==> config.mk <==
export PLATFORM = sky130hd
export DESIGN_NAME = strEngine
export DESIGN_NICKNAME = d
export VERILOG_FILES = /design/src/rtl/strEnginePkg.sv /design/src/rtl/strDatapath.sv /design/src/rtl/strCtrl.sv /design/src/rtl/strEngine.sv
export SDC_FILE = /design/constraint.sdc
export NUM_CORES = 1
export LEC_CHECK = 0
export BUFFER_PORTS_ARGS = -buffer_cell sky130_fd_sc_hd__buf_2
export CORE_ASPECT_RATIO = 1.75
export CORE_MARGIN = 2
export CORE_UTILIZATION = 40
export CTS_CLUSTER_DIAMETER = 80
export CTS_CLUSTER_SIZE = 30
export DETAILED_ROUTE_END_ITERATION = 12
export SYNTH_ARGS = -nofsm -noshare
export SYNTH_HDL_FRONTEND = slang
export SYNTH_SLANG_ARGS = --single-unit
==> constraint.sdc <==
create_clock -name clk -period 9.1 [get_ports clk]
set_input_delay 0.91 -clock clk [delete_from_list [all_inputs] [get_ports clk]]
set_output_delay 0.91 -clock clk [all_outputs]
set_load 0.05 [all_outputs]
==> src/rtl/strEnginePkg.sv <==
package strEnginePkg;

  typedef enum logic [2:0] {
    OP_MOVE  = 3'd0,
    OP_CMP   = 3'd1,
    OP_LOAD  = 3'd2,
    OP_STORE = 3'd3,
    OP_SCAN  = 3'd4,
    OP_PIN   = 3'd5,
    OP_POUT  = 3'd6
  } opKindT;

  typedef enum logic [1:0] {
    REP_NONE  = 2'd0,
    REP_COUNT = 2'd1,
    REP_EQ    = 2'd2,
    REP_NE    = 2'd3
  } repT;

  typedef enum logic [2:0] {
    S_IDLE, S_PRECHK, S_RDSRC, S_RDDST, S_RDPORT, S_WRDST, S_WRPORT, S_STEP
  } stateT;

  // strobes from the sequencer to the datapath
  typedef struct packed {
    logic loadRegs;  // latch operation inputs
    logic latchMem;  // capture memory read into the element holder
    logic latchIo;   // capture port read into the element holder
    logic accLoad;   // merge memory read into the accumulator
    logic cmpNow;    // evaluate flags against the memory read
    logic stepElem;  // advance offsets and count
    logic addrDst;   // address the destination side
  } ctrlT;

endpackage

==> src/rtl/strDatapath.sv <==
module strDatapath
  import strEnginePkg::*;
#(
  parameter int SEG_W     = 16,
  parameter int OFF_W     = 16,
  parameter int SEG_SHIFT = 4,
  parameter int CNT_W     = 16,
  parameter int DATA_W    = 32,
  parameter int PORT_W    = 16,
  localparam int ADDR_W   = SEG_W + SEG_SHIFT,
  localparam int BITS_W   = $clog2(DATA_W) + 1
) (
  input  logic              clk,
  input  logic              rstN,
  input  ctrlT              ctrl,
  input  logic [2:0]        opIn,
  input  logic [1:0]        sizeIn,
  input  logic              dirIn,
  input  logic [1:0]        repIn,
  input  logic [SEG_W-1:0]  srcSegIn,
  input  logic [OFF_W-1:0]  srcOffIn,
  input  logic [SEG_W-1:0]  dstSegIn,
  input  logic [OFF_W-1:0]  dstOffIn,
  input  logic [CNT_W-1:0]  countIn,
  input  logic [DATA_W-1:0] accIn,
  input  logic [PORT_W-1:0] portIn,
  input  logic [DATA_W-1:0] memRdata,
  input  logic [DATA_W-1:0] ioRdata,
  output logic [ADDR_W-1:0] memAddr,
  output logic [DATA_W-1:0] memWdata,
  output logic [PORT_W-1:0] ioAddr,
  output logic [DATA_W-1:0] ioWdata,
  output logic [1:0]        xferSize,
  output opKindT            opQ,
  output repT               repQ,
  output logic              cntZero,
  output logic              cntOne,
  output logic [OFF_W-1:0]  srcOffQ,
  output logic [OFF_W-1:0]  dstOffQ,
  output logic [CNT_W-1:0]  countQ,
  output logic [DATA_W-1:0] accQ,
  output logic              zfQ,
  output logic              cfQ,
  output logic              sfQ
);

  logic [1:0]        sizeQ;
  logic              dirQ;
  logic [SEG_W-1:0]  srcSegQ, dstSegQ;
  logic [PORT_W-1:0] portQ;
  logic [DATA_W-1:0] elemQ;

  logic [2:0]        elemBytes;
  logic [BITS_W-1:0] elemBits;
  logic [DATA_W-1:0] mask, topBit;
  logic [OFF_W-1:0]  stepAmt, srcNext, dstNext;
  logic [DATA_W-1:0] lhs, rhs, diffRes;
  logic [DATA_W:0]   diffWide;
  logic              usesSrc, usesDst;

  assign elemBytes = (sizeQ == 2'd0) ? 3'd1 : (sizeQ == 2'd1) ? 3'd2 : 3'd4;
  assign elemBits  = BITS_W'(elemBytes) << 3;
  assign mask      = ~({DATA_W{1'b1}} << elemBits);
  assign topBit    = mask & ~(mask >> 1);
  assign stepAmt   = OFF_W'(elemBytes);
  assign srcNext   = dirQ ? srcOffQ - stepAmt : srcOffQ + stepAmt;
  assign dstNext   = dirQ ? dstOffQ - stepAmt : dstOffQ + stepAmt;

  assign usesSrc = (opQ == OP_MOVE) || (opQ == OP_CMP) || (opQ == OP_LOAD) || (opQ == OP_POUT);
  assign usesDst = (opQ != OP_LOAD) && (opQ != OP_POUT);

  // subtraction for compare and scan, first operand picked by kind
  assign lhs      = ((opQ == OP_SCAN) ? accQ : elemQ) & mask;
  assign rhs      = memRdata & mask;
  assign diffWide = {1'b0, lhs} - {1'b0, rhs};
  assign diffRes  = diffWide[DATA_W-1:0] & mask;

  assign memAddr  = ctrl.addrDst ? ({dstSegQ, {SEG_SHIFT{1'b0}}} + ADDR_W'(dstOffQ))
                                 : ({srcSegQ, {SEG_SHIFT{1'b0}}} + ADDR_W'(srcOffQ));
  assign memWdata = (opQ == OP_STORE) ? (accQ & mask) : elemQ;
  assign ioAddr   = portQ;
  assign ioWdata  = elemQ;
  assign xferSize = sizeQ;
  assign cntZero  = (countQ == '0);
  assign cntOne   = (countQ == CNT_W'(1));

  always_ff @(posedge clk) begin
    if (!rstN) begin
      opQ     <= OP_MOVE;
      repQ    <= REP_NONE;
      sizeQ   <= '0;
      dirQ    <= 1'b0;
      srcSegQ <= '0;
      dstSegQ <= '0;
      srcOffQ <= '0;
      dstOffQ <= '0;
      countQ  <= '0;
      accQ    <= '0;
      portQ   <= '0;
      elemQ   <= '0;
      zfQ     <= 1'b0;
      cfQ     <= 1'b0;
      sfQ     <= 1'b0;
    end else begin
      if (ctrl.loadRegs) begin
        opQ     <= opKindT'(opIn);
        repQ    <= repT'(repIn);
        sizeQ   <= sizeIn;
        dirQ    <= dirIn;
        srcSegQ <= srcSegIn;
        dstSegQ <= dstSegIn;
        srcOffQ <= srcOffIn;
        dstOffQ <= dstOffIn;
        countQ  <= countIn;
        accQ    <= accIn;
        portQ   <= portIn;
      end
      if (ctrl.latchMem) elemQ <= memRdata & mask;
      if (ctrl.latchIo)  elemQ <= ioRdata & mask;
      if (ctrl.accLoad)  accQ  <= (accQ & ~mask) | (memRdata & mask);
      if (ctrl.cmpNow) begin
        zfQ <= (diffRes == '0);
        cfQ <= diffWide[DATA_W];
        sfQ <= |(diffRes & topBit);
      end
      if (ctrl.stepElem) begin
        if (usesSrc) srcOffQ <= srcNext;
        if (usesDst) dstOffQ <= dstNext;
        if (repQ != REP_NONE) countQ <= countQ - CNT_W'(1);
      end
    end
  end

endmodule

==> src/rtl/strCtrl.sv <==
module strCtrl
  import strEnginePkg::*;
(
  input  logic   clk,
  input  logic   rstN,
  input  logic   start,
  input  logic   memReady,
  input  logic   ioReady,
  input  logic   cntZero,
  input  logic   cntOne,
  input  logic   zfQ,
  input  opKindT opQ,
  input  repT    repQ,
  output ctrlT   ctrl,
  output logic   memValid,
  output logic   memWrite,
  output logic   ioValid,
  output logic   ioWrite,
  output logic   busy,
  output logic   done
);

  stateT state, nextState;
  logic  finish, isCmp, stopNow;

  function automatic stateT firstPhase(opKindT op);
    case (op)
      OP_STORE: return S_WRDST;
      OP_SCAN:  return S_RDDST;
      OP_PIN:   return S_RDPORT;
      default:  return S_RDSRC;
    endcase
  endfunction

  function automatic stateT afterSrc(opKindT op);
    case (op)
      OP_MOVE: return S_WRDST;
      OP_CMP:  return S_RDDST;
      OP_POUT: return S_WRPORT;
      default: return S_STEP;
    endcase
  endfunction

  assign isCmp = (opQ == OP_CMP) || (opQ == OP_SCAN);

  always_comb begin
    case (repQ)
      REP_NONE: stopNow = 1'b1;
      REP_EQ:   stopNow = cntOne || (isCmp && !zfQ);
      REP_NE:   stopNow = cntOne || (isCmp && zfQ);
      default:  stopNow = cntOne;
    endcase
  end

  always_comb begin
    ctrl      = '0;
    memValid  = 1'b0;
    memWrite  = 1'b0;
    ioValid   = 1'b0;
    ioWrite   = 1'b0;
    finish    = 1'b0;
    nextState = state;
    case (state)
      S_IDLE: begin
        if (start) begin
          ctrl.loadRegs = 1'b1;
          nextState     = S_PRECHK;
        end
      end
      S_PRECHK: begin
        if ((repQ != REP_NONE) && cntZero) begin
          finish    = 1'b1;
          nextState = S_IDLE;
        end else begin
          nextState = firstPhase(opQ);
        end
      end
      S_RDSRC: begin
        memValid = 1'b1;
        if (memReady) begin
          ctrl.latchMem = 1'b1;
          ctrl.accLoad  = (opQ == OP_LOAD);
          nextState     = afterSrc(opQ);
        end
      end
      S_RDDST: begin
        memValid     = 1'b1;
        ctrl.addrDst = 1'b1;
        if (memReady) begin
          ctrl.cmpNow = 1'b1;
          nextState   = S_STEP;
        end
      end
      S_RDPORT: begin
        ioValid = 1'b1;
        if (ioReady) begin
          ctrl.latchIo = 1'b1;
          nextState    = S_WRDST;
        end
      end
      S_WRDST: begin
        memValid     = 1'b1;
        memWrite     = 1'b1;
        ctrl.addrDst = 1'b1;
        if (memReady) nextState = S_STEP;
      end
      S_WRPORT: begin
        ioValid = 1'b1;
        ioWrite = 1'b1;
        if (ioReady) nextState = S_STEP;
      end
      S_STEP: begin
        ctrl.stepElem = 1'b1;
        if (stopNow) begin
          finish    = 1'b1;
          nextState = S_IDLE;
        end else begin
          nextState = firstPhase(opQ);
        end
      end
      default: nextState = S_IDLE;
    endcase
  end

  always_ff @(posedge clk) begin
    if (!rstN) begin
      state <= S_IDLE;
      done  <= 1'b0;
    end else begin
      state <= nextState;
      done  <= finish;
    end
  end

  assign busy = (state != S_IDLE);

endmodule

==> src/rtl/strEngine.sv <==
module strEngine
  import strEnginePkg::*;
#(
  parameter int SEG_W     = 16,
  parameter int OFF_W     = 16,
  parameter int SEG_SHIFT = 4,
  parameter int CNT_W     = 16,
  parameter int DATA_W    = 32,
  parameter int PORT_W    = 16,
  localparam int ADDR_W   = SEG_W + SEG_SHIFT
) (
  input  logic              clk,
  input  logic              rstN,
  input  logic              start,
  input  logic [2:0]        opKind,
  input  logic [1:0]        elemSize,
  input  logic              dirFlag,
  input  logic [1:0]        repMode,
  input  logic [SEG_W-1:0]  srcSeg,
  input  logic [OFF_W-1:0]  srcOff,
  input  logic [SEG_W-1:0]  dstSeg,
  input  logic [OFF_W-1:0]  dstOff,
  input  logic [CNT_W-1:0]  countIn,
  input  logic [DATA_W-1:0] accIn,
  input  logic [PORT_W-1:0] portNum,
  output logic              memValid,
  output logic              memWrite,
  output logic [ADDR_W-1:0] memAddr,
  output logic [DATA_W-1:0] memWdata,
  output logic [1:0]        xferSize,
  input  logic              memReady,
  input  logic [DATA_W-1:0] memRdata,
  output logic              ioValid,
  output logic              ioWrite,
  output logic [PORT_W-1:0] ioAddr,
  output logic [DATA_W-1:0] ioWdata,
  input  logic              ioReady,
  input  logic [DATA_W-1:0] ioRdata,
  output logic              busy,
  output logic              done,
  output logic [OFF_W-1:0]  srcOffOut,
  output logic [OFF_W-1:0]  dstOffOut,
  output logic [CNT_W-1:0]  countOut,
  output logic [DATA_W-1:0] accOut,
  output logic              zeroFlag,
  output logic              carryFlag,
  output logic              signFlag
);

  ctrlT   ctrl;
  opKindT opQ;
  repT    repQ;
  logic   cntZero, cntOne;

  strCtrl uCtrl (
    .clk(clk), .rstN(rstN), .start(start),
    .memReady(memReady), .ioReady(ioReady),
    .cntZero(cntZero), .cntOne(cntOne), .zfQ(zeroFlag),
    .opQ(opQ), .repQ(repQ), .ctrl(ctrl),
    .memValid(memValid), .memWrite(memWrite),
    .ioValid(ioValid), .ioWrite(ioWrite),
    .busy(busy), .done(done)
  );

  strDatapath #(
    .SEG_W(SEG_W), .OFF_W(OFF_W), .SEG_SHIFT(SEG_SHIFT),
    .CNT_W(CNT_W), .DATA_W(DATA_W), .PORT_W(PORT_W)
  ) uDp (
    .clk(clk), .rstN(rstN), .ctrl(ctrl),
    .opIn(opKind), .sizeIn(elemSize), .dirIn(dirFlag), .repIn(repMode),
    .srcSegIn(srcSeg), .srcOffIn(srcOff), .dstSegIn(dstSeg), .dstOffIn(dstOff),
    .countIn(countIn), .accIn(accIn), .portIn(portNum),
    .memRdata(memRdata), .ioRdata(ioRdata),
    .memAddr(memAddr), .memWdata(memWdata), .ioAddr(ioAddr), .ioWdata(ioWdata),
    .xferSize(xferSize), .opQ(opQ), .repQ(repQ),
    .cntZero(cntZero), .cntOne(cntOne),
    .srcOffQ(srcOffOut), .dstOffQ(dstOffOut), .countQ(countOut), .accQ(accOut),
    .zfQ(zeroFlag), .cfQ(carryFlag), .sfQ(signFlag)
  );

endmodule

---- Word-level counts from Yosys, hierarchy flattened ----
Cells that the tools add are included.
storage, ports and cells
  register bits ........................... 175
  input port bits ......................... 205
  output and inout port bits .............. 191
cells by class
  add/sub/neg operators ................... 8
  equality and inequality tests ........... 24
  shifts and indexed selects .............. 1
  multiplexer cells ....................... 49
  bitwise gates (word level) .............. 12
  reductions and logical operators ........ 26
operator list
  cell                     count
  $and A32 B32 Y32         8
  $mux W32                 6
  $mux W16                 11
  $not A32 Y32             2
  $add A20 B16 Y20         2
  $sub A32 B32 Y33         1
  $add A16 B3 Y16          2
  $logic_not A32 Y1        1
  $not A31 Y32             1
  $or A32 B32 Y32          1
  $reduce_or A32 Y1        1
  $shl A32 B6 Y32 const A  1
  $sub A16 B3 Y16          2
  $mux W3                  9
  $eq A3 B3 Y1 const B     7
  $pmux W3 S7              1
  $mux W20                 1
  $pmux W3 S3              2
  $mux W1                  17
  $eq A16 B1 Y1 const B    1
  $logic_not A16 Y1        1
  $sub A16 B1 Y16 const B  1
  $eq A3 B2 Y1 const B     4
  $ne A2 B2 Y1 const B     4
  18 further kinds         33

---- Depth between registers and ports, before layout ----
  depth in word-level cells ............... 10
  mapped depth ............................ 19

---- Modules after synthesis ----
A second synthesis with hierarchy kept.
unflattened totals
  cells, all modules ...................... 1829
  area, all modules ....................... 13594.3 sq um
by module, submodules not included
  module       times used  cells an instance  area an instance (sq um)  seq. area each (sq um)
  strDatapath  1           1759               13042.5                   3423.3
  strCtrl      1           70                 551.8                     80.1

---- Least setup slack after synthesis ----
No wires, ideal clock.
  path type ............................... register to output
  start ................................... register uDp.dstOffQ[5]
  end ..................................... output memAddr[17]
  arrival time ............................ 3.650 ns
  data required time ...................... 8.190 ns
  slack ................................... 4.540 ns
  stages on the path, launching flop included .. 12
  buffers on the path ..................... 0
  cell sequence ........................... dfxtp_1 -> ha_1 -> a21o_1 -> a21oi_1 -> o21ai_0 -> a2111oi_0 -> o31ai_1 -> a21oi_1 -> o21ai_0 -> nand2_1 -> xor2_1 -> o21ai_0
on the way
  cells in the longest elaborated chain, start to end .. 2
ends and longest elaborated chain
  element                 line                text
  from (decl)             strDatapath.sv:39   output logic [OFF_W-1:0] dstOffQ,
  from (signal assigned)  strDatapath.sv:113  dstOffQ <= dstOffIn;
  from (signal assigned)  strDatapath.sv:128  if (usesDst) dstOffQ <= dstNext;
  $add A20 B16 Y20        strDatapath.sv:78   assign memAddr = ctrl.addrDst ? ({dstSegQ, {SEG_SHIFT{1'b0}}} + ADDR_W'(dstOffQ))
  $mux W20                strDatapath.sv:78
  to (decl)               strEngine.sv:28     output logic [ADDR_W-1:0] memAddr,
No other way between the ends.

---- Worst setup path in the final report ----
  start ................................... register uDp.sizeQ[1], in the netlist uDp.xferSize[1]
  end ..................................... register uDp.zfQ
on the way
  cells in the longest elaborated chain, start to end .. 9
  elaborated cells between the ends (all ways) .. 11
  those cells by class .................... add/sub (1); eq/ne (1); shift (1); mux (2); bitwise (4); reduce/logical (2)
ends and longest elaborated chain
  element                                     line                                  text
  from (decl)                                 strDatapath.sv:47                     logic [1:0] sizeQ;
  from (signal assigned)                      strDatapath.sv:108                    sizeQ <= sizeIn;
  $eq A2 B1 Y1                                strDatapath.sv:61                     assign elemBytes = (sizeQ == 2'd0) ? 3'd1 : (sizeQ == 2'd1) ? 3'd2 : 3'd4;
  $mux W3                                     strDatapath.sv:61
  $mux W3 (*)                                 strDatapath.sv:61
  $shl A32 B6 Y32 (*)                         strDatapath.sv:63                     assign mask = ~({DATA_W{1'b1}} << elemBits);
  $not A32 Y32 (*)                            strDatapath.sv:63
  $and A32 B32 Y32, on equally long branches  strDatapath.sv:73, strDatapath.sv:74
  $sub A32 B32 Y33                            strDatapath.sv:75                     assign diffWide = {1'b0, lhs} - {1'b0, rhs};
  $and A32 B32 Y32 (*)                        strDatapath.sv:76                     assign diffRes = diffWide[DATA_W-1:0] & mask;
  $logic_not A32 Y1 (*)                       strDatapath.sv:122                    zfQ <= (diffRes == '0);
  to (signal assigned)                        strDatapath.sv:122
  to (decl)                                   strDatapath.sv:42                     output logic zfQ,
Mark *: on every way between the ends. The rest lies on a longest branch, timed or not.
A chain may end at the register's enable or synchronous reset.

==> results.py <==
metrics = {
    "min_path": {
        "min-delay-start": "uDp.ioAddr[7]",
        "whs_path_depth": 2,
        "hold_path_class": "flop to flop",
    },
    "pwr": {
        "p_leak_uw": 0.00715,
        "peakVddDrop_v": 0.000158,
        "switchingPower_uw": 1090,
        "comb_power_share_pct": 34.8,
        "pwr-share-seq_pct": 33.7,
        "clockPowerShare_pct": 31.5,
        "power_uw": 2730,
        "switching_share_pct": 40.0,
        "p_int_uw": 1640,
        "power.density_nw_per_um2": 174,
    },
    "logic_synthesis": {
        "synth_largest_area_cell": "dfxtp_1",
        "synth_common_cells": "nand2_1, a21oi_1, nor2_1",
        "synth_most_common_cell": "nand2_1",
        "syn_nets": 2126,
        "yosysUniqueCellTypes": 69,
        "ys_seq_elements": 175,
        "ys.flop_type": "dfxtp_1",
        "synth-async-reset-ratio_pct": 0,
        "syn-instance-count": 1827,
        "syn_area_um2": 12800,
        "synth_edf_count": 0,
        "yosysSeqAreaShare_pct": 27.4,
        "synth_top_area_share_pct": 27.4,
        "ys_warn_count": 0,
        "yosys-top-cells-area": "dfxtp_1, nand2_1, a21oi_1, ha_1, nor2_1",
        "syn_avg_cell_area_um2": 7.01,
    },
    "setup_path": {
        "critical_path_required_ps": 9460,
        "path_class": "flop to flop",
        "end_kind": "flop",
        "crit_start": "uDp.xferSize[1]",
        "start_kind": "flop",
        "timing.rr.start": "uDp.xferSize[1]",
        "crit_fanout": 56,
        "rr_worst_depth": 16,
        "reg2reg_slack_ps": 3910,
        "crit_arrival_ps": 5550,
    },
    "route": {
        "firstDrtPassIters": 9,
        "dr_total_vias": 14300,
        "finalWirelength_mm": 46.8,
        "drc_errors": 0,
        "avgRoutedWirePerCell_um": 18.3,
        "drt_iter0_drc": 775,
        "drtAntennaViolNets": 0,
        "viasPerCell": 5.60,
    },
    "global_route": {
        "grt_pass1_vias": 13800,
        "grt_util_all_layers_pct": 26.9,
        "grt_max_degree": 94,
        "gr-total-overflow": 0,
        "grt_pass1_wl_mm": 72.3,
        "antenna_found_initial": 5,
    },
    "floorplan": {
        "die_area_um2": 33500,
        "rows": 86,
        "ios": 396,
        "start_util_pct": 40.6,
        "die_x_um": 139,
        "design.core.area_um2": 31500,
        "fp.dieH_um": 241,
    },
    "clock_tree": {
        "cts_num_sinks": 175,
        "cts_buffers": 17,
        "ctsResizeCount": 0,
        "post-cts-setup-buffers": 0,
        "h-tree-depth": 4,
        "cts_tree": "yes",
        "clk_path_buf_depth": 2,
        "cts-root-buf": "clkbuf_16",
        "clk_latency_ps": 460,
        "postCtsHoldBufs": 0,
        "cts.reportedPaths.clkPinSlew_ps": 70,
    },
    "finish": {
        "drive_above_1_share_pct": 21.9,
        "syn_to_final_growth_pct": 22.4,
        "layout.nets": 2445,
        "finish.utilization_pct": 49.7,
    },
    "timing": {
        "rsz0062_at_grt": "false",
        "max_clock_freq_ghz": 0.193,
        "report.final.slew_viol_count": 0,
        "fin_skew_ps": 15.1,
        "setup-violations-final": 0,
        "period_minus_slack_ps": 5190,
        "post-route-period-util_pct": 57.1,
        "finalHoldViolations": 0,
        "whs_ps": 454,
        "setup_ws_ps": 3910,
        "final.setup.tns_ps": 0,
        "relSlewSlack_pct": 16.9,
        "tightest_slew_ps": 1250,
    },
    "run": {
        "cap_viol_max_count": 0,
    },
    "run_status": {
        "status": "completed",
    },
    "place": {
        "post-place-ws_ps": 3920,
        "gp_congestion": 0.954,
        "hpwlAfterDp_mm": 36.0,
        "portBuffers": 395,
    },
}
## power by group through the flow
| stage | logic, µW | registers, µW | clock network, µW |
|---|---|---|---|
| 3_3_place_gp | 940 | 936 | 0 |
| 6_report | 949 | 920 | 860 |
| 3_5_place_dp | 948 | 938 | 0 |
| 2_1_floorplan | 549 | 1070 | 0 |
| 5_1_grt | 1030 | 931 | 901 |
| 4_1_cts | 952 | 921 | 876 |
## logic make-up after synthesis
family	after synthesis	share of synthesized area, %
adders and majority gates	94	9.48
and+or+nand+nor	752	24.7
AOI/OAI and AO/OA	551	26.7
DFF	175	27.4
buffers and inverters	157	4.67
muxes	28	2.31
xor gates and xnor gates	70	4.79
## critical path, stage by stage, from the launching register on
cell	delay, ps
dfxtp_2	1040
clkinv_1	160
buf_4	240
nand2_1	470
inv_2	330
a21oi_1	210
ha_1	330
a21oi_1	190
o21ai_1	110
a32oi_1	260
nand2_1	150
xor2_1	160
or3_1	360
or3_1	370
o31ai_1	280
o2111ai_1	160
o41ai_2	210
## cells in the final DEF (no fill, tap or decap), types with 5 or more instances in the layout
| master | instances |
|---|---|
| o21ai_1 | 7 |
| a211oi_1 | 34 |
| dfxtp_1 | 174 |
| nand2b_1 | 12 |
| a22oi_1 | 33 |
| a221oi_1 | 5 |
| mux2_2 | 12 |
| xnor2_1 | 46 |
| bufinv_16 | 5 |
| buf_2 | 395 |
| a31oi_1 | 6 |
| nand3_1 | 27 |
| nor2b_1 | 17 |
| clkbuf_16 | 17 |
| mux2i_1 | 16 |
| or3_1 | 15 |
| inv_1 | 46 |
| buf_4 | 12 |
| xor2_1 | 24 |
| o22ai_1 | 6 |
| fa_1 | 5 |
| a311oi_1 | 21 |
| a21oi_1 | 229 |
| nand4_1 | 7 |
| nand2_1 | 418 |
| o21ai_0 | 93 |
| nor3_1 | 31 |
| ha_1 | 89 |
| o21bai_1 | 10 |
| o211ai_1 | 11 |
| a21o_1 | 17 |
| a22o_1 | 16 |
| nor4_1 | 7 |
| a21boi_0 | 5 |
| and2_1 | 7 |
| nor2_1 | 177 |
| o21a_1 | 11 |
| and3_1 | 16 |
| o31ai_1 | 9 |
## per-layer routing
| metal | routed length, µm | global-route usage [%] |
|---|---|---|
| met1 | 16900 | 27.6 |
| met4 | 1710 | 11.9 |
| met2 | 26000 | 53.2 |
| met3 | 2140 | 4.05 |
| met5 | 28 | 0 |
## area by class of cell
class | count | area, µm²
diodes | 3 | 7.51
clock buffers | 20 | 467
clock inverters | 11 | 201
fillers | 3260 | 15900
inverters | 50 | 190
multi-input cells | 1495 | 8730
flip-flops and latches | 175 | 3500
well taps | 396 | 495
repair buffers | 407 | 2070
## final timing paths
path                   end
max                uDp.zfQ
min          uDp.ioAddr[7]
max reg2reg        uDp.zfQ
min reg2reg  uDp.ioAddr[7]
## stage by stage
| stage | area [µm²] | std cells |
|---|---|---|
| finish | 15700 | 2557 |
| global route | 15700 | 2557 |
| CTS | 15700 | 2554 |
| detailed placement | 15000 | 2523 |
| global placement | 15000 | 2523 |
| floorplan | 12800 | 1827 |
Note: power is estimated with default switching activity, not from simulation.
